File: src/rtl/cmpl_rate_ctl.sv
module cmpl_rate_ctl #(
  parameter int DIV    = 50,
  parameter int CNT_W  = 12,
  parameter int ACC_W  = 16,
  parameter int KNOB_W = 4,
  parameter int SH_W   = 4
) (
  input  logic              clk,
  input  logic              rst_n,
  input  logic              cmpl_async,
  input  logic              ref_async,
  input  logic [CNT_W-1:0]  target,
  input  logic [SH_W-1:0]   gain_sh,
  output logic [KNOB_W-1:0] knob,
  output logic [CNT_W-1:0]  last_count
);
  localparam int DW = $clog2(DIV);
  localparam int SW = ((CNT_W + 1 > ACC_W) ? CNT_W + 1 : ACC_W) + 1;
  localparam logic signed [SW-1:0] ACC_MAX = SW'((64'sd1 <<< (ACC_W - 1)) - 1);
  localparam logic signed [SW-1:0] ACC_MIN = -ACC_MAX - SW'(1);

  logic [2:0] c_sy, r_sy;
  logic [DW-1:0] ref_cnt;
  logic [CNT_W-1:0] ev_cnt;
  logic upd;
  logic signed [ACC_W-1:0] acc;
  logic signed [SW-1:0] err, err_sh, sum;

  wire c_pulse = c_sy[1] & ~c_sy[2];
  wire r_edge  = r_sy[1] & ~r_sy[2];
  wire win_end = r_edge && (ref_cnt == DW'(DIV - 1));

  always_ff @(posedge clk or negedge rst_n)
    if (!rst_n) begin
      c_sy <= '0;
      r_sy <= '0;
    end else begin
      c_sy <= {c_sy[1:0], cmpl_async};
      r_sy <= {r_sy[1:0], ref_async};
    end

  always_ff @(posedge clk or negedge rst_n)
    if (!rst_n)         ref_cnt <= '0;
    else if (win_end)   ref_cnt <= '0;
    else if (r_edge)    ref_cnt <= ref_cnt + DW'(1);

  always_ff @(posedge clk or negedge rst_n)
    if (!rst_n) begin
      ev_cnt     <= '0;
      last_count <= '0;
      upd        <= 1'b0;
    end else begin
      upd <= win_end;
      if (win_end) begin
        last_count <= ev_cnt;
        ev_cnt     <= CNT_W'(c_pulse);
      end else if (c_pulse && ev_cnt != '1) begin
        ev_cnt <= ev_cnt + CNT_W'(1);
      end
    end

  assign err    = $signed(SW'(target)) - $signed(SW'(last_count));
  assign err_sh = err >>> gain_sh;
  assign sum    = SW'(acc) + err_sh;

  always_ff @(posedge clk or negedge rst_n)
    if (!rst_n)      acc <= '0;
    else if (upd) begin
      if (sum > ACC_MAX)      acc <= ACC_W'(ACC_MAX);
      else if (sum < ACC_MIN) acc <= ACC_W'(ACC_MIN);
      else                    acc <= ACC_W'(sum);
    end

  assign knob = {~acc[ACC_W-1], acc[ACC_W-2 -: KNOB_W-1]};

  a_r1_single_count: assert property (@(posedge clk) disable iff (!rst_n)
    c_pulse |=> !c_pulse);
  a_r2_divider_range: assert property (@(posedge clk) disable iff (!rst_n)
    ref_cnt <= DW'(DIV - 1));
  a_r3_count_holds: assert property (@(posedge clk) disable iff (!rst_n)
    !win_end |=> $stable(last_count));
  a_r4_rise: assert property (@(posedge clk) disable iff (!rst_n)
    (upd && err_sh > 0) |=> acc >= $past(acc));
  a_r5_fall: assert property (@(posedge clk) disable iff (!rst_n)
    (upd && err_sh < 0) |=> acc <= $past(acc));
  a_r6_knob_holds: assert property (@(posedge clk) disable iff (!rst_n)
    !upd |=> $stable(knob));
endmodule

File: config.mk
export PLATFORM = sky130hd
export DESIGN_NAME = cmpl_rate_ctl
export DESIGN_NICKNAME = d
export VERILOG_FILES = /design/src/rtl/cmpl_rate_ctl.sv
export SDC_FILE = /design/constraint.sdc
export NUM_CORES = 1
export LEC_CHECK = 0
export BUFFER_PORTS_ARGS = -buffer_cell sky130_fd_sc_hd__clkbuf_2
export CORE_MARGIN = 3
export CORE_UTILIZATION = 50
export CTS_CLUSTER_SIZE = 8
export DETAILED_ROUTE_END_ITERATION = 12
export HOLD_SLACK_MARGIN = 0.05
export PLACE_DENSITY = 0.71
export SYNTH_ARGS = -nofsm -noshare
export SYNTH_HDL_FRONTEND = slang
export SYNTH_SLANG_ARGS = --single-unit
export TNS_END_PERCENT = 30
File: constraint.sdc
create_clock -name clk -period 4.55 [get_ports clk]
set_input_delay 0 -clock clk [delete_from_list [all_inputs] [get_ports clk]]
set_output_delay 0 -clock clk [all_outputs]
set_load 0.05 [all_outputs]
Word level (Yosys, flattened, before mapping)
Cells that the tools add are included.
Storage, ports and cells
  logic and storage cells: 31
  register bits after elaboration: 53
  output and inout bits: 16
  input port bits: 20
Cells by class
  $lt $le $gt $ge: 2
  shifts and indexed selects: 1
  add/subtract/negate cells: 4
  bitwise logic cells: 5
  reductions and logical operators: 4
  mux-type cells: 6
  equality and inequality tests: 2
Operators by type and width (number)
  $mux 16: 2
  $mux 12: 2
  $add 16x17->17: 1
  $gt 17x16->1 const B: 1
  $lt 17x16->1 const B: 1
  $sshr 13x4->17: 1
  $sub 12x12->13: 1
  $add 12x1->12 const B: 1
  $mux 6: 2
  $ne 12x12->1 const B: 1
  $add 6x1->6 const B: 1
  $eq 6x6->1 const B: 1
  $reduce_bool 2->1: 2
  $not 1->1: 3
  $and 1x1->1: 2
  $logic_and 1x1->1: 2

Depth between registers and ports, before layout
  depth after elaboration: 6
  mapped depth: 21

Least setup slack after synthesis
Ideal clock, no wire load.
  path type: flip-flop to flip-flop
  start: reg last_count[0]
  end: reg acc[6]
  required time: 4.429 ns
  cell stages (with the launch flop): 19
  slack: -0.336 ns
  data arrival time: 4.765 ns
  period minus slack after synthesis: 4.886 ns
  cell sequence: dfrtp_1 > ha_1 > fa_1 > nand2b_1 > a21o_1 > a31oi_1 > xor2_1 > a211oi_1 > mux4_2 > mux2i_1 > ha_1 > o211ai_1 > o211ai_1 > a41o_1 > a221o_1 > or2_0 > buf_2 > and3_1 > a22o_1
On the way
  longest elaborated chain between the ends: 6
Ends and longest elaborated chain
  start: declaration: RTL line 15  | output logic [CNT_W-1:0] last_count
  start signal: assignment: RTL line 55  | last_count <= ev_cnt;
  $sub 12x12->13 (*): RTL line 62  | assign err = $signed(SW'(target)) - $signed(SW'(last_count));
  $sshr 13x4->17 (*): RTL line 63  | assign err_sh = err >>> gain_sh;
  $add 16x17->17 (*): RTL line 64  | assign sum = SW'(acc) + err_sh;
  $lt 17x16->1: RTL line 70  | else if (sum < ACC_MIN) acc <= ACC_W'(ACC_MIN);
  $mux 16: RTL line 70
  $mux 16 (*): RTL line 69  | if (sum > ACC_MAX) acc <= ACC_W'(ACC_MAX);
  end signal: assignment: RTL line 69
  end signal: assignment: RTL line 70
  end signal: assignment: RTL line 71  | else acc <= ACC_W'(sum);
  end: declaration: RTL line 26  | logic signed [ACC_W-1:0] acc;
Every way passes the cells marked *; elsewhere a longest branch is shown, timed or not.
A chain may end at the register's enable or synchronous reset.

Final worst setup path
  start: reg last_count[0]
  end: reg acc[10]
Same word-level chain as after synthesis.

==> qor.log <==
qor: run_status.run_status finished with violations
qor: run_status.violations negative setup slack
qor: synthesis.synth_fp_nets 577
qor: timing.hold_violation_count_in_the_final_report 0
qor: global_route.grt_start_max_net_pins 54
qor: clock_network.cts.htree.levels 2
qor: drt.number_of_vias_per_cell_after_detailed_routing 6.10
qor: clock_network.tritoncts.num_buffers 5
qor: min_path.min_path_type input pin to asynchronous set/reset pin
qor: drt.dr.pass1.iters 5
qor: synthesis.synth-seq-cells 53
qor: global_route.antenna_found_initial 0
qor: layout.highest_count_cells_in_the_layout_ignoring_fill_and_taps 53 x sky130_fd_sc_hd__buf_4, 48 x sky130_fd_sc_hd__nor2_1, 44 x sky130_fd_sc_hd__dfrtp_1
qor: power.pwr-share-clk 22.1%
qor: die.die_w 101 µm
qor: drt.drt_wl_total 11900 µm
qor: place.gp_routability_congestion 0.935
qor: layout.final_nets 650
qor: setup_path.cp_cell_sequence ha_4, fa_2, nand2b_4, a21o_4, a31oi_4, xor2_4, a211oi_2, mux4_2, mux2i_1, ha_1, o211ai_1, o211ai_1, a41o_1, a221o_1, mux2_4, a22oi_2, o2bb2ai_4
qor: global_route.grt_pass1_wl 19900 µm
qor: global_route.grt_use_total 24.0%
qor: power.power_density 248 nW/µm²
qor: synthesis.postSynthAreaPerCell 8.56 µm²
qor: clock_network.clock_sinks 53
qor: setup_path.slowest_stage_cell_cp sky130_fd_sc_hd__mux4_2
qor: setup_path.worst_ep_required_time 4.77 ns
qor: drt.detail_route.iter0.violations 272
qor: timing.postLayoutSetupSlackWorst -0.154 ns
qor: timing.setup_repair_after_global_routing_missed_its_margin true
qor: drt.ant_nets 0
qor: power.leakage 2.41 nW
qor: global_route.busiest_layer met2
qor: setup_path.r2r_setup_slack -0.15 ns
qor: die.core_area 8460 µm²
qor: global_route.met3_resource_use_gr 3.11%
qor: setup_path.worstSetupStartpoint last_count[0]$_DFFE_PN0P_
qor: global_route.grt_use_met2 37.6%
qor: clock_network.cts_max_path_buffers 2
qor: clock_network.insertion_delay 0.32 ns
qor: timing.maximum_clock_frequency 213 MHz
qor: drt.detail_route.drc_violations 0
qor: timing.setup_violations 15
qor: power.power.share.sequential 41.5%
qor: timing.timing_worst_slew_pin_value 0.841 ns
qor: setup_path.crit_path_max_fanout 8
qor: clock_network.ctsRootBufferMaster sky130_fd_sc_hd__clkbuf_8
qor: place.dp_slack -0.279 ns
qor: synthesis.yosys_warnings 0
qor: global_route.via_count_of_the_first_global_routing_pass 4094
qor: timing.finClkSkew 0.00508 ns
qor: setup_path.timing.rr.start last_count[0]$_DFFE_PN0P_
qor: setup_path.rr_endpoint acc[10]$_DFFE_PN0P_
qor: die.dieArea 10100 µm²
qor: setup_path.critical_path_arrival 4.92 ns
qor: timing.layout_worst_path_cycle_share 103%
qor: setup_path.r2r.worst_path.cells 17
qor: timing.max_slew_headroom 43.4%
qor: die.boundaryPins 36
qor: synthesis.netlist_instances 524
qor: power.p_int 857 µW
qor: timing.timing_max_transition_violations_final 0
qor: layout.fill_cells 685
qor: synthesis.synth.cell_area 4490 µm²
qor: power.p_comb_share 36.4%
qor: global_route.leftover_overflow_at_the_end_of_global_routing 0
qor: layout.antennaDiodeCount 0
qor: synthesis.ys_dominant_reg_cell sky130_fd_sc_hd__dfrtp_1
qor: layout.final_layout_size_suffix_gt1_share 27.6%
qor: global_route.globalRouteMet1Util 34.7%
qor: layout.final_common_cell sky130_fd_sc_hd__buf_4
qor: drt.routed_wire_length_per_instance 16.9 µm
qor: die.initial_utilization 53.0%
qor: setup_path.crit_type register to register
qor: power.power.switching_fraction 37.2%
qor: setup_path.crit_path_start_kind register
qor: setup_path.top_cell_by_count_worst_path sky130_fd_sc_hd__o211ai_1
qor: drt.vias 4289
qor: clock_network.cts_tree done
qor: layout.area_growth 22.4%
qor: job.max_cap_viol_count 0
qor: synthesis.ys_types 74
qor: timing.min_period 4.70 ns
qor: power.power.net_switching 507 µW
qor: synthesis.seq_area_frac_synth 29.6%
qor: die.placementRows 33
qor: synthesis.synth_edf_count 0
qor: power.worst_ir_drop_vdd 197 µV
qor: clock_network.clock_pin_slew_reported_for_the_worst_setup_and_hold_paths_after_clock_tree_synthesis 0.11 ns
qor: setup_path.max_stage_delay 0.46 ns
qor: layout.finalCoreUtilization 64.9%
qor: die.floorplan.die.height 101 µm
qor: place.place.detailed.hpwl 8820 µm
qor: synthesis.async_flop_share 100%
qor: place.buffer_ports.inserted 35
qor: setup_path.end_kind register
[registers in the layout, indices dropped and copies added, names as in the netlist]
name,count
acc,16
r_sy,3
ev_cnt,12
last_count,12
upd,1
ref_cnt,6
c_sy,3
[final cells by class]
cell class / instances / area [µm²] / share of cell area, %
clock buffer: 5 / 68.8 / 1.25
clock inverter: 3 / 28.8 / 0.524
inverter: 27 / 101 / 1.85
multi-input combinational: 419 / 3220 / 58.6
sequential: 53 / 1340 / 24.4
tap: 105 / 131 / 2.39
timing repair buffer: 91 / 603 / 11.0
[synthesized netlist by cell type, types with 3 or more instances]
cell | number | area share [%]
sky130_fd_sc_hd__nor3_1 | 10 | 1.1
sky130_fd_sc_hd__o211ai_1 | 7 | 1.2
sky130_fd_sc_hd__a21o_1 | 13 | 2.2
sky130_fd_sc_hd__nand2_1 | 40 | 3.3
sky130_fd_sc_hd__o31ai_1 | 3 | 0.50
sky130_fd_sc_hd__a21oi_1 | 34 | 3.8
sky130_fd_sc_hd__nand4_1 | 8 | 1.1
sky130_fd_sc_hd__buf_2 | 5 | 0.56
sky130_fd_sc_hd__xor2_1 | 14 | 2.7
sky130_fd_sc_hd__a211o_1 | 4 | 0.78
sky130_fd_sc_hd__or2_2 | 3 | 0.42
sky130_fd_sc_hd__nor2b_1 | 6 | 0.84
sky130_fd_sc_hd__a211oi_1 | 9 | 1.5
sky130_fd_sc_hd__a221o_1 | 3 | 0.67
sky130_fd_sc_hd__a32o_1 | 3 | 0.67
sky130_fd_sc_hd__a22o_1 | 5 | 0.98
sky130_fd_sc_hd__nor2_1 | 49 | 4.1
sky130_fd_sc_hd__mux2i_1 | 6 | 1.3
sky130_fd_sc_hd__o21ai_0 | 27 | 3.0
sky130_fd_sc_hd__and2_1 | 4 | 0.56
sky130_fd_sc_hd__xnor2_1 | 16 | 3.1
sky130_fd_sc_hd__inv_1 | 26 | 2.2
sky130_fd_sc_hd__buf_4 | 7 | 1.2
sky130_fd_sc_hd__clkbuf_1 | 11 | 0.92
sky130_fd_sc_hd__o21a_1 | 5 | 0.84
sky130_fd_sc_hd__and3_1 | 8 | 1.1
sky130_fd_sc_hd__ha_1 | 31 | 8.6
sky130_fd_sc_hd__o2bb2ai_1 | 6 | 1.2
sky130_fd_sc_hd__o221ai_1 | 4 | 0.78
sky130_fd_sc_hd__nand2b_1 | 7 | 0.98
sky130_fd_sc_hd__nor4_1 | 5 | 0.70
sky130_fd_sc_hd__a31oi_1 | 11 | 1.5
sky130_fd_sc_hd__a22oi_1 | 4 | 0.67
sky130_fd_sc_hd__nand3_1 | 15 | 1.7
sky130_fd_sc_hd__mux4_2 | 4 | 2.0
sky130_fd_sc_hd__dfrtp_1 | 53 | 30
sky130_fd_sc_hd__o21bai_1 | 3 | 0.50
sky130_fd_sc_hd__or3_1 | 8 | 1.1
[per-stage QoR]
| step | power [mW] | cell area (µm²) | hold WS (ns) | TNS [ns] | std cells |
|---|---|---|---|---|---|
| global route | 1.45 | 5490 | 0.326 | -5.29 | 703 |
| detailed placement | 1.02 | 5100 | 0.110 | -3.28 | 685 |
| CTS | 1.35 | 5410 | 0.311 | -0.499 | 701 |
| floorplan | 0.877 | 4570 | -0.296 | -0.0649 | 524 |
| global placement | 1.01 | 5100 | 0.111 | -2.25 | 685 |
| finish | 1.36 | 5490 | 0.316 | -1.40 | 703 |
[how the worst max path moves through the flow]
| stage | end | slack [ns] | cells after the start |
|---|---|---|---|
| 3_5_place_dp | acc[14]$_DFFE_PN0P_ | -0.28 | 18 |
| 4_1_cts | acc[10]$_DFFE_PN0P_ | -0.06 | 17 |
| 3_3_place_gp | acc[14]$_DFFE_PN0P_ | -0.21 | 18 |
| 2_1_floorplan | acc[6]$_DFFE_PN0P_ | -0.03 | 18 |
| 6_report | acc[10]$_DFFE_PN0P_ | -0.15 | 17 |
| 5_1_grt | acc[3]$_DFFE_PN0P_ | -0.40 | 18 |
[layer usage]
| metal | vias up | part of all wire, % |
|---|---|---|
| li1 | 2093 | - |
| met4 | 0 | 1.9 |
| met2 | 134 | 46 |
| met1 | 2034 | 47 |
| met3 | 28 | 4.9 |
| met5 | - | 0 |
[cell families after synthesis]
logic type | synth area share, %
flops | 29.6
simple gates | 20.4
buf+inv | 5.16
compound gates | 25.7
xor+xnor | 5.86
fa+ha+maj | 9.54
mux | 3.85
[power groups by stage]
stage | Combinational, mW | Clock, mW | Sequential [mW]
2_1_floorplan | 0.316 | 0 | 0.561
3_3_place_gp | 0.437 | 0 | 0.573
3_5_place_dp | 0.447 | 0 | 0.574
4_1_cts | 0.478 | 0.307 | 0.565
5_1_grt | 0.550 | 0.327 | 0.574
6_report | 0.496 | 0.302 | 0.565
[critical path, delay by kind of cell (launching register included)]
family / cells / cell delay (ns)
AOI/OAI and AO/OA: 9 / 1.91
muxes: 3 / 1.03
adders and majority gates: 3 / 0.78
DFF: 1 / 0.44
xor gates and xnor gates: 1 / 0.29
and+or+nand+nor: 1 / 0.15
[what timing repair did]
| action | 4_1_cts | 5_1_grt |
|---|---|---|
| hold endpoints to repair | 55 | 0 |
| hold buffers | 3 | 0 |
| gates resized for setup | 30 | 10 |
| setup buffers | 5 | 2 |
| pin swaps | 18 | 11 |
| endpoints found under the setup margin | 16 | 16 |
Power figures use the tool's default switching activity.
